<file path="src/rtl/adc_search_pkg.sv">
package adc_search_pkg;

    typedef enum logic {
        SRCH_LINEAR = 1'b0,
        SRCH_BINARY = 1'b1
    } search_mode_e;

    typedef enum logic [1:0] {
        ST_IDLE   = 2'd0,
        ST_SETTLE = 2'd1,
        ST_TEST   = 2'd2
    } ctrl_state_e;

endpackage

</file>
<file path="src/rtl/adc_cmp_sync.sv">
module adc_cmp_sync #(
    parameter int STAGES = 2
) (
    input  logic clk,
    input  logic rst_n,
    input  logic d_async,
    output logic q_sync
);
    logic [STAGES-1:0] chain_q;

    generate
        if (STAGES == 1) begin : g_single
            always_ff @(posedge clk or negedge rst_n) begin
                if (!rst_n) chain_q <= '0;
                else        chain_q <= d_async;
            end
        end else begin : g_multi
            always_ff @(posedge clk or negedge rst_n) begin
                if (!rst_n) chain_q <= '0;
                else        chain_q <= {chain_q[STAGES-2:0], d_async};
            end
        end
    endgenerate

    assign q_sync = chain_q[STAGES-1];
endmodule

</file>
<file path="src/rtl/adc_settle_timer.sv">
module adc_settle_timer #(
    parameter int CNT_W = 8
) (
    input  logic             clk,
    input  logic             rst_n,
    input  logic             load,
    input  logic [CNT_W-1:0] len,
    output logic             expired
);
    logic [CNT_W:0] count_q;

    always_ff @(posedge clk or negedge rst_n) begin
        if (!rst_n)              count_q <= '0;
        else if (load)           count_q <= {1'b0, len} + 1'b1;
        else if (count_q != '0)  count_q <= count_q - 1'b1;
    end

    assign expired = (count_q == '0);
endmodule

</file>
<file path="src/rtl/adc_search_ctrl.sv">
module adc_search_ctrl
    import adc_search_pkg::*;
#(
    parameter int WIDTH       = 16,
    parameter int SETTLE_W    = 8,
    parameter int SYNC_STAGES = 2
) (
    input  logic                clk,
    input  logic                rst_n,
    input  logic                start,
    input  logic                mode,
    input  logic [SETTLE_W-1:0] settle_len,
    input  logic                cmp_in,
    output logic [WIDTH-1:0]    dac_code,
    output logic                busy,
    output logic                done,
    output logic [WIDTH-1:0]    result,
    output logic [WIDTH:0]      step_count
);
    localparam int               IDX_W    = (WIDTH > 1) ? $clog2(WIDTH) : 1;
    localparam logic [WIDTH-1:0] CODE_MAX = '1;
    localparam logic [WIDTH-1:0] CODE_MSB = {1'b1, {(WIDTH-1){1'b0}}};
    localparam logic [IDX_W-1:0] IDX_TOP  = IDX_W'(WIDTH-1);

    ctrl_state_e         state_q, state_d;
    search_mode_e        mode_q;
    logic [SETTLE_W-1:0] settle_q;
    logic [WIDTH-1:0]    code_q, result_q, bin_next, trial_bit, lower_bit;
    logic [WIDTH:0]      steps_q;
    logic [IDX_W-1:0]    bit_idx_q;
    logic                done_q;
    logic                cmp_s, timer_exp, timer_load, search_end;
    logic                accept;

    adc_cmp_sync #(.STAGES(SYNC_STAGES)) u_sync (
        .clk     (clk),
        .rst_n   (rst_n),
        .d_async (cmp_in),
        .q_sync  (cmp_s)
    );

    adc_settle_timer #(.CNT_W(SETTLE_W)) u_timer (
        .clk     (clk),
        .rst_n   (rst_n),
        .load    (timer_load),
        .len     (accept ? settle_len : settle_q),
        .expired (timer_exp)
    );

    assign accept = (state_q == ST_IDLE) && start;

    // Binary step: drop the trial bit on a low comparator, then arm the next bit down.
    always_comb begin
        trial_bit = {{(WIDTH-1){1'b0}}, 1'b1} << bit_idx_q;
        lower_bit = (bit_idx_q != '0) ? (trial_bit >> 1) : '0;
        bin_next  = (cmp_s ? code_q : (code_q & ~trial_bit)) | lower_bit;
    end

    always_comb begin
        if (mode_q == SRCH_LINEAR) search_end = !cmp_s || (code_q == CODE_MAX);
        else                       search_end = (bit_idx_q == '0);
    end

    assign timer_load = accept || ((state_q == ST_TEST) && !search_end);

    // Next-state logic
    always_comb begin
        state_d = state_q;
        unique case (state_q)
            ST_IDLE:   if (start)      state_d = ST_SETTLE;
            ST_SETTLE: if (timer_exp)  state_d = ST_TEST;
            ST_TEST:   state_d = search_end ? ST_IDLE : ST_SETTLE;
            default:   state_d = ST_IDLE;
        endcase
    end

    // State register
    always_ff @(posedge clk or negedge rst_n) begin
        if (!rst_n) state_q <= ST_IDLE;
        else        state_q <= state_d;
    end

    // Datapath and output registers
    always_ff @(posedge clk or negedge rst_n) begin
        if (!rst_n) begin
            mode_q    <= SRCH_LINEAR;
            settle_q  <= '0;
            code_q    <= '0;
            result_q  <= '0;
            steps_q   <= '0;
            bit_idx_q <= '0;
            done_q    <= 1'b0;
        end else begin
            done_q <= 1'b0;
            unique case (state_q)
                ST_IDLE: begin
                    if (start) begin
                        mode_q    <= search_mode_e'(mode);
                        settle_q  <= settle_len;
                        code_q    <= mode ? CODE_MSB : '0;
                        bit_idx_q <= IDX_TOP;
                        steps_q   <= '0;
                    end
                end
                ST_SETTLE: begin
                end
                ST_TEST: begin
                    steps_q <= steps_q + 1'b1;
                    if (mode_q == SRCH_LINEAR) begin
                        if (search_end) begin
                            result_q <= code_q;
                            done_q   <= 1'b1;
                        end else begin
                            code_q <= code_q + 1'b1;
                        end
                    end else begin
                        code_q <= bin_next;
                        if (search_end) begin
                            result_q <= bin_next;
                            done_q   <= 1'b1;
                        end else begin
                            bit_idx_q <= bit_idx_q - 1'b1;
                        end
                    end
                end
                default: begin
                end
            endcase
        end
    end

    assign dac_code   = code_q;
    assign busy       = (state_q != ST_IDLE);
    assign done       = done_q;
    assign result     = result_q;
    assign step_count = steps_q;
endmodule

</file>
<file path="config.mk">
export PLATFORM = sky130hd
export DESIGN_NAME = adc_search_ctrl
export DESIGN_NICKNAME = d
export VERILOG_FILES = /design/src/rtl/adc_search_pkg.sv /design/src/rtl/adc_cmp_sync.sv /design/src/rtl/adc_settle_timer.sv /design/src/rtl/adc_search_ctrl.sv
export SDC_FILE = /design/constraint.sdc
export NUM_CORES = 1
export LEC_CHECK = 0
export BUFFER_PORTS_ARGS = -buffer_cell sky130_fd_sc_hd__clkbuf_2
export CAP_MARGIN = 20
export CELL_PAD_IN_SITES_DETAIL_PLACEMENT = 1
export CELL_PAD_IN_SITES_GLOBAL_PLACEMENT = 1
export CORE_UTILIZATION = 44
export CTS_CLUSTER_SIZE = 25
export DETAILED_ROUTE_END_ITERATION = 10
export PLACE_DENSITY = 0.77
export SYNTH_ARGS = -nofsm -noshare
export SYNTH_HDL_FRONTEND = slang
export SYNTH_SLANG_ARGS = --single-unit
</file>
<file path="constraint.sdc">
create_clock -name clk -period 3.68 [get_ports clk]
set_clock_uncertainty 0.1 [all_clocks]
set_input_delay 0.368 -clock clk [delete_from_list [all_inputs] [get_ports clk]]
set_output_delay 0.368 -clock clk [all_outputs]
set_load 0.005 [all_outputs]
</file>
==> impl_metrics.toml, run 1 <==
[critical_path]
cp_slowest_cell = "a31oi_1"
path_max_fanout = 11
critPathLaunchType = "flip-flop"
endpoint_kind = "flip-flop"
r2r_slack_ns = 0.73
critical-path-max-stage-delay_ns = 0.52
critPathArrivalTime_ns = 3.12
crit_chain = "inv_1, ha_1, or3b_2, a31oi_1, o21ai_2, mux2_2"
critPathRequiredTime_ns = 3.84
crit_type = "flip-flop to flip-flop"

[route]
vias_per_cell = 5.864
route.detailed.drc = 0
ant_nets = 0
first_pass_iters = 4
routed_wl_um = 13020
wl_per_cell_um = 18.23
vias = 4187
drt_iter0_markers = 149

[layout]
design_area_um2 = 5245
final_util_pct = 51.27
stdcell_count = 714
num_antenna_cells = 0
drive_gt1_share_pct = 20.76
final_nets = 595
areaGrowthSynthToFinish_pct = 13.57

[outcome]
status = "complete, no violations"

[clock_network]
clkTransAtPathRegs_ns = 0.09
cts_setup_buffers = 0
cts-root-buf = "clkbuf_8"
numCtsBuffers = 9
clk_path_buf_depth = 2
cts_tree = "built"
htree_levels = 3
insertion_delay_ns = 0.37
cts.sinks = 76

[timing]
hold_viol = 0
rsz0062_at_grt = "false"
fmax_ghz = 0.3387
period_share_pct = 80.24
finalSetupTns_ns = 0
relSlewSlack_pct = 54.94
worst_pin_slew_ns = 0.6758
setup_violations = 0
maxSlewViolCount = 0
setup_ws_ns = 0.7273
fin_crit_ns = 2.953

[global_route]
grt.overflow.total = 0
grt_util_all_layers_pct = 25.20
antenna_found_initial = 0
grt_pass1_vias = 4356
grt_pass1_wl_um = 21840
grt_max_degree = 77

[logic_synthesis]
synth_most_common_cell = "dfrtp_1"
yosysSeqAreaShare_pct = 41.18
postSynthCellCount = 517
netlist_top_cells_area = "dfrtp_1 41%, nand2_1 5.9%, o21ai_0 5.3%, mux2i_1 4.1%, nor2_1 3.0%"
synth_area_per_cell_um2 = 8.933
yosys.area.top_type = "dfrtp_1"
yosys-top-cells-count = "76 x dfrtp_1, 73 x nand2_1, 49 x o21ai_0"
yosysWarnings = 0
ys_seq_elements = 76
syn_area_um2 = 4618
synthFlopType = "dfrtp_1"
syn_nets = 539
synth_top_area_share_pct = 41.18
async_reset_ff_share_pct = 100.0
ys_types = 65
synth-edff-count = 0

[place]
dpl.hpwl_um = 9126
placed_area_um2 = 4990
place_ws_ns = 0.7896
dp_cells = 695
place_congestion = 0.8636
portBuffers = 63

[power_and_ir_drop]
ir_worst_vdd_v = 0.0002702
leakage_nw = 2.454
powerDensity_nw_per_um2 = 568.4

[floorplan]
start_util_pct = 45.14
die_w_um = 104.5
placementRows = 37
coreArea_um2 = 10230
die_h_um = 104.5
die_area_um2 = 10910
io_pins = 64

[run]
drv_cap = 0

[worst_hold_path]
worstHoldPathType = "input pin to flip-flop"
-- critical path, delay by kind of cell (launching register included) --
family                     cells  cell delay, ns
adders and majority gates      1            0.41
and+or+nand+nor                1            0.50
muxes                          1            0.36
AOI/OAI and AO/OA              2            0.88
DFF                            1            0.43
buffers and inverters          1            0.16
-- cell families (layout without fill, tap and decap cells) --
group	count (synthesis)	after routing	synth area share, %
buffers and inverters	49	110	5.473
multiplexers	34	34	8.182
flip-flops	76	76	41.18
AO/OA/AOI/OAI	132	132	18.56
AND/OR/NAND/NOR	203	203	21.51
XOR/XNOR	14	14	2.655
adder cells (fa/ha/maj)	9	9	2.438
-- per-layer routing --
layer	wire length, µm	track usage (%)	up-vias
li1	-	-	1960
met1	5530	30.98	2095
met2	6694	44.28	107
met3	542	3.697	25
met4	249	9.796	0
met5	0	0	-
-- report_power, final --
| part | internal, mW | leakage (nW) | switching, mW |
|---|---|---|---|
| registers | 1.01 | 0.999 | 0.232 |
| logic | 0.446 | 1.35 | 0.604 |
| clock network | 0.325 | 0.102 | 0.365 |
| total | 1.78 | 2.45 | 1.20 |
-- placed cells by master (no fill, tap or decap), types with 3 or more instances in the layout --
master / Yosys / layout
o22ai_1: 5 / 5
nand2_1: 73 / 73
clkbuf_2: 1 / 62
clkbuf_8: 0 / 9
nor4_1: 3 / 3
o211ai_1: 5 / 5
nand4_1: 6 / 6
xnor2_1: 8 / 8
xor2_1: 6 / 6
a32o_1: 4 / 4
nor3_1: 17 / 17
a31oi_1: 7 / 7
dfrtp_1: 76 / 76
or2_2: 5 / 5
o21ai_0: 49 / 49
buf_4: 2 / 8
ha_1: 9 / 9
inv_1: 21 / 21
a221oi_1: 5 / 5
mux2_2: 10 / 10
mux2i_1: 19 / 19
mux2_4: 5 / 5
nor2b_1: 9 / 9
nand3_1: 24 / 24
and3_1: 4 / 4
nor2_1: 37 / 37
o31ai_1: 6 / 6
nand2b_1: 8 / 8
a21oi_1: 23 / 23
-- final cells by class --
class,instances,area (µm²)
Fill cell,1218,4986
Inverter,21,78.83
Tap cell,136,170.2
Multi-Input combinational cell,392,2469
Sequential cell,76,1902
Timing Repair Buffer,73,417.9
Clock buffer,9,123.9
Clock inverter,7,83.83
-- path summary, 6_finish.rpt --
check | from | cells after the start | to
worst min register to register | u_sync.chain_q[0] | 0 | u_sync.chain_q[1]
max in group asynchronous | rst_n | 3 | u_sync.chain_q[1]
min in group asynchronous | rst_n | 2 | result[8]
worst max register to register | bit_idx_q[0] | 6 | u_timer.count_q[3]
worst min-delay path | settle_len[3] | 3 | settle_q[3]
worst max-delay path | bit_idx_q[0] | 6 | u_timer.count_q[3]
-- repair_timing --
item / 4_1_cts / 5_1_grt
endpoints found under the hold margin: 1 / 23
endpoints found under the setup margin: 0 / 0
resized for setup: 0 / 0
hold buffers: 1 / 1
-- registers in the layout, summed over array words and instances, names as in the netlist --
register	cells
bit_idx_q	4
dac_code	16
done	1
mode_q	1
result	16
settle_q	8
state_q	2
step_count	17
u_sync.chain_q	2
u_timer.count_q	9
-- stage by stage --
stage / hold slack (ns) / power, mW
global placement: 0.2353 / 2.240
CTS: 0.09066 / 3.011
finish: 0.1362 / 2.981
detailed placement: 0.2535 / 2.304
floorplan: -0.02759 / 1.955
global route: 0.1483 / 3.194
Power figures use the tool's default switching activity.
==> inputs of run 2 (changes only) <==
--- a/config.mk
+++ b/config.mk
@@ -9,10 +9,10 @@
 export CAP_MARGIN = 20
 export CELL_PAD_IN_SITES_DETAIL_PLACEMENT = 1
 export CELL_PAD_IN_SITES_GLOBAL_PLACEMENT = 1
-export CORE_UTILIZATION = 44
+export CORE_UTILIZATION = 40
 export CTS_CLUSTER_SIZE = 25
 export DETAILED_ROUTE_END_ITERATION = 10
-export PLACE_DENSITY = 0.77
+export PLACE_DENSITY = 0.74
 export SYNTH_ARGS = -nofsm -noshare
 export SYNTH_HDL_FRONTEND = slang
 export SYNTH_SLANG_ARGS = --single-unit
==> constraint.sdc (replaced) <==
create_clock -name clk -period 2.6 [get_ports clk]
set_clock_uncertainty 0.1 [all_clocks]
set_input_delay 0.26 -clock clk [delete_from_list [all_inputs] [get_ports clk]]
set_output_delay 0.26 -clock clk [all_outputs]
set_load 0.005 [all_outputs]
==> impl_metrics.toml, run 2 (synthesis results as in run 1) <==
[route]
ant_nets = 0
drt_iter0_markers = 117
route.detailed.drc = 0
vias_per_cell = 5.785
wl_per_cell_um = 18.13
first_pass_iters = 4
routed_wl_um = 13380
vias = 4269

[layout]
final_common_cell = "dfrtp_1"
design_area_um2 = 5535
areaGrowthSynthToFinish_pct = 19.86
final_cell_mix = "76 x dfrtp_1, 73 x nand2_1, 62 x clkbuf_2, 49 x o21ai_0, 37 x nor2_1"
largest_register_ffs = 17
num_antenna_cells = 0
final_nets = 615
drive_gt1_share_pct = 23.41
stdcell_count = 738

[critical_path]
path_max_fanout = 17
critPathArrivalTime_ns = 2.55
critPathLaunchType = "flip-flop"
path_delay_family = "simple AND/OR/NAND/NOR gates"
crit_type = "flip-flop to flip-flop"
endpoint_kind = "flip-flop"
cp_slowest_cell = "dfrtp_1"
critPathRequiredTime_ns = 2.73
critPathBufInv = 0
crit_chain = "nand4_4, or3_1, o311ai_4, nand2_4, mux2_4"
critical-path-max-stage-delay_ns = 0.53

[clock_network]
cts_resized = 0
hold_buffers = 2
cts_setup_buffers = 0
cts-root-buf = "clkbuf_16"
cts_tree = "built"
insertion_delay_ns = 0.35
clkTransAtPathRegs_ns = 0.06
numCtsBuffers = 9
htree_levels = 3
cts.sinks = 76
clk_path_buf_depth = 2

[floorplan]
start_util_pct = 41.87
die_area_um2 = 11980
io_pins = 64
die_h_um = 109.5
coreArea_um2 = 11030
placementRows = 38
die_w_um = 109.5

[place]
place_congestion = 0.8596
placed_area_um2 = 5165
dpl.hpwl_um = 9568
portBuffers = 63
dp_cells = 720

[timing]
setup_violations = 0
relSlewSlack_pct = 55.74
maxSlewViolCount = 0
finalSetupTns_ns = 0
period_share_pct = 93.25
fin_crit_ns = 2.425
fmax_ghz = 0.4124
rsz0062_at_grt = "false"
hold_ws_ns = 0.05543
worst_pin_slew_ns = 0.6570
hold_viol = 0

[power_and_ir_drop]
p_total_mw = 4.803
leakage_nw = 2.612
ir_worst_vdd_v = 0.0003799
powerDensity_nw_per_um2 = 867.6

[global_route]
grt_util_all_layers_pct = 24.23
grt_max_degree = 77
grt_pass1_wl_um = 22080
grt.overflow.total = 0
grt_pass1_vias = 4467
antenna_found_initial = 0

[run]
drv_cap = 0

[worst_hold_path]
worstHoldPathType = "input pin to flip-flop"

[outcome]
status = "complete, no violations"
==> run 2: cell count changes in the layout (fill, tap and decap cells not counted), moves of 2 or more <==
cell,previous run,this run
buf_4,8,28
clkbuf_16,0,9
clkbuf_8,9,1
bufinv_16,1,3
inv_6,2,0
==> run 2: through the flow <==
stage / util [%] / setup slack [ns]
floorplan: - / 0.06064
global placement: 46.82 / 0.3085
detailed placement: 46.82 / 0.2325
CTS: 50.18 / 0.2117
global route: 50.18 / 0.08285
finish: 50.18 / 0.1754
==> run 2: report_power, final <==
part           leakage [nW]  internal, mW  switching [mW]
clock network         0.169         0.963           0.515
registers             0.999          1.43           0.279
logic                  1.44         0.689           0.924
total                  2.61          3.08            1.72
==> run 2: per-layer routing <==
layer | global-route usage, % | vias up | routed length [µm]
met1 | 28.15 | 2162 | 5666
met3 | 3.675 | 23 | 415
li1 | - | 2003 | -
met2 | 43.67 | 81 | 6976
met5 | 0 | - | 0
met4 | 11.24 | 0 | 320
==> run 2: worst paths after layout <==
path                              startpoint                 to  slack [ns]  depth (start not counted)
hold reg to reg            u_sync.chain_q[0]  u_sync.chain_q[1]        0.26                          0
setup / recovery                 dac_code[6]          result[7]        0.18                          5
hold / removal                 settle_len[3]        settle_q[3]        0.06                          3
min in group asynchronous              rst_n         result[13]        0.38                          3
max in group asynchronous              rst_n      step_count[7]        1.68                          3
setup reg to reg                 dac_code[6]          result[7]        0.18                          5
==> run 2: worst min-delay path, stage by stage <==
cell and delay (ns):
clkbuf_2 0.11, nand2_1 0.06, nand2_1 0.04
==> run 2: area by class of cell <==
type	count	area [µm²]
repair buffers	93	560.5
fillers	1322	5495
inverters	21	78.83
flip-flops and latches	76	1902
well taps	140	175.2
clock buffers	10	239.0
clock inverters	6	111.4
multi-input cells	392	2469
==> inputs of run 3 (changes only) <==
--- a/config.mk
+++ b/config.mk
@@ -5,14 +5,14 @@
 export SDC_FILE = /design/constraint.sdc
 export NUM_CORES = 1
 export LEC_CHECK = 0
-export BUFFER_PORTS_ARGS = -buffer_cell sky130_fd_sc_hd__clkbuf_2
 export CAP_MARGIN = 20
 export CELL_PAD_IN_SITES_DETAIL_PLACEMENT = 1
 export CELL_PAD_IN_SITES_GLOBAL_PLACEMENT = 1
-export CORE_UTILIZATION = 40
+export CORE_UTILIZATION = 44
 export CTS_CLUSTER_SIZE = 25
 export DETAILED_ROUTE_END_ITERATION = 10
-export PLACE_DENSITY = 0.74
+export DONT_BUFFER_PORTS = 1
+export PLACE_DENSITY = 0.73
 export SYNTH_ARGS = -nofsm -noshare
 export SYNTH_HDL_FRONTEND = slang
 export SYNTH_SLANG_ARGS = --single-unit
==> impl_metrics.toml, run 3 (synthesis results as in run 1) <==
[outcome]
status = "complete, no violations"

[floorplan]
die_area_um2 = 10910
placementRows = 37
coreArea_um2 = 10230
die_h_um = 104.5
die_w_um = 104.5
io_pins = 64
start_util_pct = 45.14

[worst_hold_path]
worstHoldPathType = "input pin to flip-flop"

[critical_path]
crit_type = "flip-flop to flip-flop"
path_delay_family = "simple AND/OR/NAND/NOR gates"
crit_chain = "inv_1, ha_1, nor2b_1, nand2_1, a221oi_1, nor2_1, mux2_2"
path_max_fanout = 7
critPathArrivalTime_ns = 2.57
critPathBufInv = 1
critPathRequiredTime_ns = 2.75
critPathLaunchType = "flip-flop"
cp_slowest_cell = "a221oi_1"
critical-path-max-stage-delay_ns = 0.43
endpoint_kind = "flip-flop"

[timing]
rsz0062_at_grt = "false"
setup_violations = 0
finalSetupTns_ns = 0
worst_pin_slew_ns = 0.6107
fmax_ghz = 0.4134
hold_ws_ns = 0.1432
hold_viol = 0
fin_crit_ns = 2.419
setup_ws_ns = 0.1813
period_share_pct = 93.03
relSlewSlack_pct = 58.86
maxSlewViolCount = 0

[place]
dpl.hpwl_um = 9382
place_congestion = 0.8374
dp_cells = 655
placed_area_um2 = 4845
place_ws_ns = 0.2081
portBuffers = 0

[clock_network]
cts_tree = "built"
cts.sinks = 76
numCtsBuffers = 9
cts-root-buf = "clkbuf_8"
insertion_delay_ns = 0.36
clk_path_buf_depth = 2
clkTransAtPathRegs_ns = 0.08
cts_setup_buffers = 0
htree_levels = 3
cts_resized = 0

[global_route]
grt_pass1_vias = 4377
antenna_found_initial = 0
grt_max_degree = 77
grt.overflow.total = 0
grt_pass1_wl_um = 22020
grt_util_all_layers_pct = 25.85

[route]
first_pass_iters = 4
ant_nets = 0
vias = 4080
wl_per_cell_um = 19.33
drt_iter0_markers = 165
vias_per_cell = 5.974
routed_wl_um = 13200
route.detailed.drc = 0

[power_and_ir_drop]
leakage_nw = 2.312
ir_worst_vdd_v = 0.0004508
powerDensity_nw_per_um2 = 809.7
p_total_mw = 4.192

[layout]
final_cell_mix = "76 x dfrtp_1, 73 x nand2_1, 49 x o21ai_0, 37 x nor2_1, 30 x buf_4"
num_antenna_cells = 0
final_nets = 564
design_area_um2 = 5177
final_common_cell = "dfrtp_1"
final_util_pct = 50.61
largest_register_ffs = 17
areaGrowthSynthToFinish_pct = 12.11
fillers = 1198
drive_gt1_share_pct = 14.08
stdcell_count = 683

[run]
drv_cap = 0
-- run 3: cell count changes in the layout (fill, tap and decap cells not counted), sizes merged --
cell / before / now
bufinv: 3 / 1
buf: 29 / 31
clkinv: 2 / 1
clkbuf: 72 / 13
dlygate4sd3: 2 / 11
-- run 3: final timing paths --
kind                                    from                  to  slack (ns)  cells after the start
setup / recovery                bit_idx_q[0]           result[2]        0.18                      7
hold / removal                 settle_len[5]  u_timer.count_q[5]        0.14                      3
setup reg to reg                bit_idx_q[0]           result[2]        0.18                      7
hold reg to reg            u_sync.chain_q[0]   u_sync.chain_q[1]        0.26                      0
max in group asynchronous              rst_n        dac_code[10]        1.69                      2
min in group asynchronous              rst_n         dac_code[8]        0.35                      2
-- run 3: worst register-to-register path: cells and delay by family, from the launching register on --
| kind | cells | cell delay (ns) |
|---|---|---|
| simple gates | 3 | 0.57 |
| compound gates | 1 | 0.43 |
| flops | 1 | 0.42 |
| fa+ha+maj | 1 | 0.37 |
| mux | 1 | 0.27 |
| buf+inv | 1 | 0.16 |
-- run 3: report_power, final --
| part | internal, mW | switching (mW) | leakage [nW] | total [mW] |
|---|---|---|---|---|
| Combinational | 0.633 | 0.900 | 1.22 | 1.53 |
| Sequential | 1.43 | 0.296 | 0.999 | 1.73 |
| Clock | 0.473 | 0.460 | 0.0938 | 0.934 |
-- run 3: layout make-up --
type                    count  area, µm²  area share, %
multi-input cells         392       2469          47.68
flip-flops and latches     76       1902          36.73
clock inverters             3      46.29         0.8942
repair buffers             42      362.8          7.008
well taps                 136      170.2          3.287
inverters                  21      78.83          1.522
clock buffers              13      148.9          2.876
-- run 3: routing by layer --
layer  global-route usage (%)  wire length, µm  up-vias
met3                    5.138              582       22
met5                        0                0        -
met4                    11.73              329        0
li1                         -                -     1904
met2                    46.83             6866      101
met1                    29.04             5423     2053
-- run 3: repair_timing --
item / 4_1_cts / 5_1_grt
endpoints found under the hold margin: 87 / 0
hold buffers: 12 / 0
setup endpoints to repair: 0 / 0
